<file path="config.mk">
export PLATFORM = sky130hd
export DESIGN_NAME = fpm_dram_dev
export DESIGN_NICKNAME = d
export VERILOG_FILES = /design/src/rtl/fpm_dram_dev.sv
export SDC_FILE = /design/constraint.sdc
export NUM_CORES = 1
export LEC_CHECK = 0
export BUFFER_PORTS_ARGS = -buffer_cell sky130_fd_sc_hd__buf_2
export CORE_MARGIN = 8
export CORE_UTILIZATION = 41
export CTS_BUF_LIST = sky130_fd_sc_hd__clkbuf_16
export CTS_CLUSTER_SIZE = 24
export DETAILED_ROUTE_END_ITERATION = 8
export PLACE_DENSITY_LB_ADDON = 0.15
export SLEW_MARGIN = 0
export SYNTH_ARGS = -nofsm -noshare
export SYNTH_HDL_FRONTEND = slang
export SYNTH_SLANG_ARGS = --single-unit
</file>
<file path="constraint.sdc">
create_clock -name clk -period 4.7 [get_ports clk]
set_input_delay 0.94 -clock clk [delete_from_list [all_inputs] [get_ports clk]]
set_output_delay 0.94 -clock clk [all_outputs]
set_load 0.05 [all_outputs]
</file>
<file path="src/rtl/fpm_dram_dev.sv">
module fpm_dram_dev #(
  parameter int ROW_W  = 13,
  parameter int ARR_RB = 3,
  parameter int ARR_CB = 3
) (
  input  logic              clk,
  input  logic              rst_n,
  input  logic              ras_n,
  input  logic              ucas_n,
  input  logic              lcas_n,
  input  logic              we_n,
  input  logic              oe_n,
  input  logic [ROW_W-1:0]  addr,
  input  logic [15:0]       dq_in,
  output logic [15:0]       dq_out,
  output logic [1:0]        dq_oe,
  output logic [2:0]        cyc_kind,
  output logic              rfsh_stb,
  output logic [ROW_W-1:0]  rfsh_row
);
  localparam int IW    = ARR_RB + ARR_CB;
  localparam int DEPTH = 1 << IW;
  localparam logic [2:0] K_IDLE = 3'd0, K_RD = 3'd1, K_WR = 3'd2, K_PRD = 3'd3,
                         K_PWR = 3'd4, K_RMW = 3'd5, K_ROR = 3'd6, K_CBR = 3'd7;

  logic [15:0] mem [DEPTH];
  logic [1:0]  cas_n, cas_q, rd_v;
  logic        ras_q, we_q, row_open, paged;
  logic [ARR_RB-1:0] row_q;
  logic [ARR_CB-1:0] col_q;
  logic [ROW_W-1:0]  refcnt;

  assign cas_n = {ucas_n, lcas_n};

  wire       ras_fall   = ras_q & ~ras_n;
  wire       ras_rise   = ~ras_q & ras_n;
  wire [1:0] lane_fall  = cas_q & ~cas_n;
  wire       first_fall = (&cas_q) & ~(&cas_n);
  wire       we_fall    = we_q & ~we_n;
  wire       acc        = row_open & ~ras_n;
  wire       late_we    = acc & we_fall & ~(&cas_n) & ~(|lane_fall);

  wire [ARR_CB-1:0] col_now = first_fall ? addr[ARR_CB-1:0] : col_q;
  wire [IW-1:0]     idx     = {row_q, col_now};

  wire [1:0] wr_lane = acc ? ((lane_fall & {2{~we_n}}) | ({2{late_we}} & ~cas_n)) : 2'b00;
  wire [1:0] rd_lane = acc ? (lane_fall & {2{we_n}}) : 2'b00;

  assign dq_oe = rd_v & ~cas_n & {2{~oe_n}};

  for (genvar i = 0; i < 2; i++) begin : g_lane
    always_ff @(posedge clk) begin
      if (wr_lane[i]) mem[idx][i*8 +: 8] <= dq_in[i*8 +: 8];
      if (rd_lane[i]) dq_out[i*8 +: 8] <= mem[idx][i*8 +: 8];
    end

    always_ff @(posedge clk) begin
      if (!rst_n)                   rd_v[i] <= 1'b0;
      else if (cas_n[i] || wr_lane[i]) rd_v[i] <= 1'b0;
      else if (rd_lane[i])          rd_v[i] <= 1'b1;
    end
  end

  always_ff @(posedge clk) begin
    if (!rst_n) begin
      ras_q    <= 1'b1;
      cas_q    <= 2'b11;
      we_q     <= 1'b1;
      row_open <= 1'b0;
      paged    <= 1'b0;
      row_q    <= '0;
      col_q    <= '0;
      refcnt   <= '0;
      rfsh_stb <= 1'b0;
      rfsh_row <= '0;
      cyc_kind <= K_IDLE;
    end else begin
      ras_q    <= ras_n;
      cas_q    <= cas_n;
      we_q     <= we_n;
      rfsh_stb <= ras_fall;
      if (ras_fall) begin
        if (~&cas_n) begin
          cyc_kind <= K_CBR;
          rfsh_row <= refcnt;
          refcnt   <= refcnt + 1'b1;
        end else begin
          cyc_kind <= K_ROR;
          rfsh_row <= addr;
          row_q    <= addr[ARR_RB-1:0];
          row_open <= 1'b1;
          paged    <= 1'b0;
        end
      end
      if (ras_rise) row_open <= 1'b0;
      if (acc && first_fall) begin
        col_q    <= addr[ARR_CB-1:0];
        paged    <= 1'b1;
        cyc_kind <= paged ? (we_n ? K_PRD : K_PWR) : (we_n ? K_RD : K_WR);
      end else if (late_we) begin
        cyc_kind <= K_RMW;
      end
    end
  end
endmodule


</file>
==> results.sh <==
export IMPL_total_leakage_power_nw=15.87
export IMPL_ys_types=56
export IMPL_period_needed_ps=4244
export IMPL_grt_use_total_pct=21.79
export IMPL_ys_async_sr_fraction_pct=0
export IMPL_peakVddDrop_v=0.0002822
export IMPL_slew_viol_final=0
export IMPL_cts_root_buf="clkbuf_16"
export IMPL_slew_headroom_pct=20.10
export IMPL_vias=25660
export IMPL_seq_power_share_pct=50.6
export IMPL_grt_pass1_vias=25400
export IMPL_synth_edf_count=1040
export IMPL_io_pins=71
export IMPL_final_cell_count_no_fill=4275
export IMPL_core_mm2=0.1016
export IMPL_grt_max_degree=80
export IMPL_synth_flop_cell="edfxtp_1"
export IMPL_numCtsBuffers=113
export IMPL_clock_path_buffers=3
export IMPL_fin_util_pct=48.41
export IMPL_min_path_type="reg -> reg"
export IMPL_portBuffers=70
export IMPL_holdPathStages=2
export IMPL_areaGrowthSynthToFinish_pct=17.41
export IMPL_required_ps=5130
export IMPL_gr_total_overflow=0
export IMPL_fillers=8635
export IMPL_endpoint_kind="flip-flop"
export IMPL_finalSetupViolCount=0
export IMPL_ys_seq_area_share_pct=76.66
export IMPL_die_w_um=335.6
export IMPL_internal_power_mw=16.56
export IMPL_swShare_pct=21.06
export IMPL_fin_ws_ps=455.8
export IMPL_nets=2844
export IMPL_status="complete, no violations"
export IMPL_skew_ps=18.79
export IMPL_post_cts_setup_buffer_count=0
export IMPL_cp_arrival_ps=4670
export IMPL_cts_resized=0
export IMPL_drive_gt1_share_pct=19.20
export IMPL_max_cap_violations=0
export IMPL_drc_errors=0
export IMPL_crit_type="reg -> reg"
export IMPL_dp_cells=4059
export IMPL_syn_nets=2614
export IMPL_power_mw=20.98
export IMPL_clock_sinks=1084
export IMPL_clk_pin_slew_worst_paths_ps=70
export IMPL_reg2reg_depth=10
export IMPL_drt_pre_antenna_iters=6
export IMPL_drtIter0Drc=2836
export IMPL_post_drt_wl_per_cell_um=29.42
export IMPL_startpoint_type="flip-flop"
export IMPL_crit_fanout=27
export IMPL_synthesis_area_mm2=0.04189
export IMPL_ys_warnings_count=0
export IMPL_gp_congestion=0.8351
export IMPL_clk_latency_ps=690
export IMPL_cts_tree="yes"
export IMPL_clock_power_share_pct=45.3
export IMPL_htree_levels=3
export IMPL_cellPowerDensity_mw_per_mm2=426.6
export IMPL_synth_seq_cells=1084
export IMPL_hold_violations=0
export IMPL_combPwrFrac_pct=4.2
export IMPL_dpl_hpwl_mm=78.45
export IMPL_syn_area_per_cell_um2=16.26
export IMPL_start_util_pct=41.23
export IMPL_multiInputGateArea_mm2=0.008874
export IMPL_power_switching_mw=4.420
export IMPL_detailedPlace_worstSlack_ps=-200.0
export IMPL_rows=117
export IMPL_antenna_left=0
export IMPL_antenna_found_initial=2
export IMPL_grt_pass1_wl_mm=180.7
export IMPL_worst_pin_slew_ps=1168
export IMPL_fmax_mhz=235.6
export IMPL_grt_setup_unrepaired="no"
export IMPL_dieArea_mm2=0.1127
export IMPL_synthCells=2576
export IMPL_fin_crit_sh_pct=90.30
export IMPL_post_drt_via_cell_ratio=6.002
export IMPL_wl_mm=125.8
export IMPL_seq_area_mm2=0.03211
export IMPL_ctsHoldBuffers=0
export IMPL_die_h_um=335.6
==> per-layer routing <==
| metal | vias to the layer above | routed length, µm | global-route usage (%) |
|---|---|---|---|
| li1 | 11050 | - | - |
| met1 | 13260 | 52640 | 29.82 |
| met2 | 1140 | 60180 | 35.34 |
| met3 | 205 | 9306 | 4.014 |
| met4 | 0 | 3649 | 6.854 |
| met5 | - | 0 | 0 |
==> cells by family (layout without fill, tap and decap cells) <==
group | Yosys count | count (layout) | synth area share [%]
other | 0 | 1 | 0
multiplexers | 1 | 1 | 0.02390
XOR/XNOR | 9 | 9 | 0.1882
AO/OA/AOI/OAI | 898 | 898 | 16.75
AND/OR/NAND/NOR | 351 | 351 | 3.910
buffers and inverters | 231 | 561 | 2.410
flip-flops | 1084 | 1084 | 76.66
adder cells (fa/ha/maj) | 2 | 2 | 0.05973
==> cell type report <==
class                           count  share of cell area [%]
Sequential cell                  1084                   65.29
Timing Repair Buffer              312                   4.813
Inverter                           34                  0.2595
Tap cell                         1368                   3.480
Clock inverter                     97                   2.104
Clock buffer                      118                   6.004
Multi-Input combinational cell   1261                   18.04
Antenna cell                        1                0.005088
==> synthesized netlist by cell type, drive strengths merged (22+ instances only) <==
cell     count  area [µm²]
nor2       140       525.5
o2111ai     26       227.7
a22o        33       289.0
a31oi       56       350.3
o41ai       27       236.5
dfxtp       44       880.8
nand2       77       289.0
a221oi      33       289.0
a2111oi     97       849.6
nand4       22       137.6
a22oi      264        1987
edfxtp    1040       31230
o21a        26       195.2
inv         34       127.6
nand3       47       235.2
a31o        47       411.7
buf         80       441.7
a21boi     251        1884
clkbuf     117       440.4
==> power by group through the flow <==
stage	logic, mW	clock network [mW]	registers, mW
after CTS	0.874	9.63	10.6
after global placement	0.859	0	10.8
after detailed placement	0.872	0	10.8
after global routing	0.924	9.98	10.6
final	0.872	9.50	10.6
after floorplan	0.340	0	10.8
==> path summary, 6_finish.rpt <==
path / from / endpoint / slack, ps
max: cas_q[1] / dq_out[1] / 460
min: paged / paged / 480
max reg2reg: cas_q[1] / dq_out[1] / 460
min reg2reg: paged / paged / 480
==> cells in the final DEF (no fill, tap or decap), drive strengths merged, types with 54 or more instances in the layout <==
cell	instances
a2111oi	97
a21boi	251
a22oi	264
a31oi	56
buf	312
clkbuf	118
clkinv	54
edfxtp	1040
nand2	77
nor2	140
==> sequential cells by signal, summed over array words and instances (netlist names), 2 cells and up <==
register  cells
cyc_kind      3
col_q         3
refcnt       13
dq_out       16
rfsh_row     13
mem        1024
row_q         3
rd_v          2
cas_q         2
==> critical path, stage by stage (launching register included) <==
cell and delay, ps:
dfxtp_1 430, nand2_2 290, nor2_1 370, o31ai_4 120
buf_12 190, buf_4 270, a2111oi_0 880, a31oi_1 320
nor4_1 810, buf_4 230, nand4_1 70
==> stage by stage <==
step | TNS, ps | hold slack [ps] | instance area [µm²]
finish | 0 | 477.4 | 49180
global route | 0 | 510.0 | 49180
CTS | 0 | 475.2 | 49180
detailed placement | -200.0 | 466.0 | 45190
global placement | -155.9 | 457.3 | 45190
floorplan | 0 | 447.2 | 41890
No activity file was read; power rests on OpenSTA's default activity.
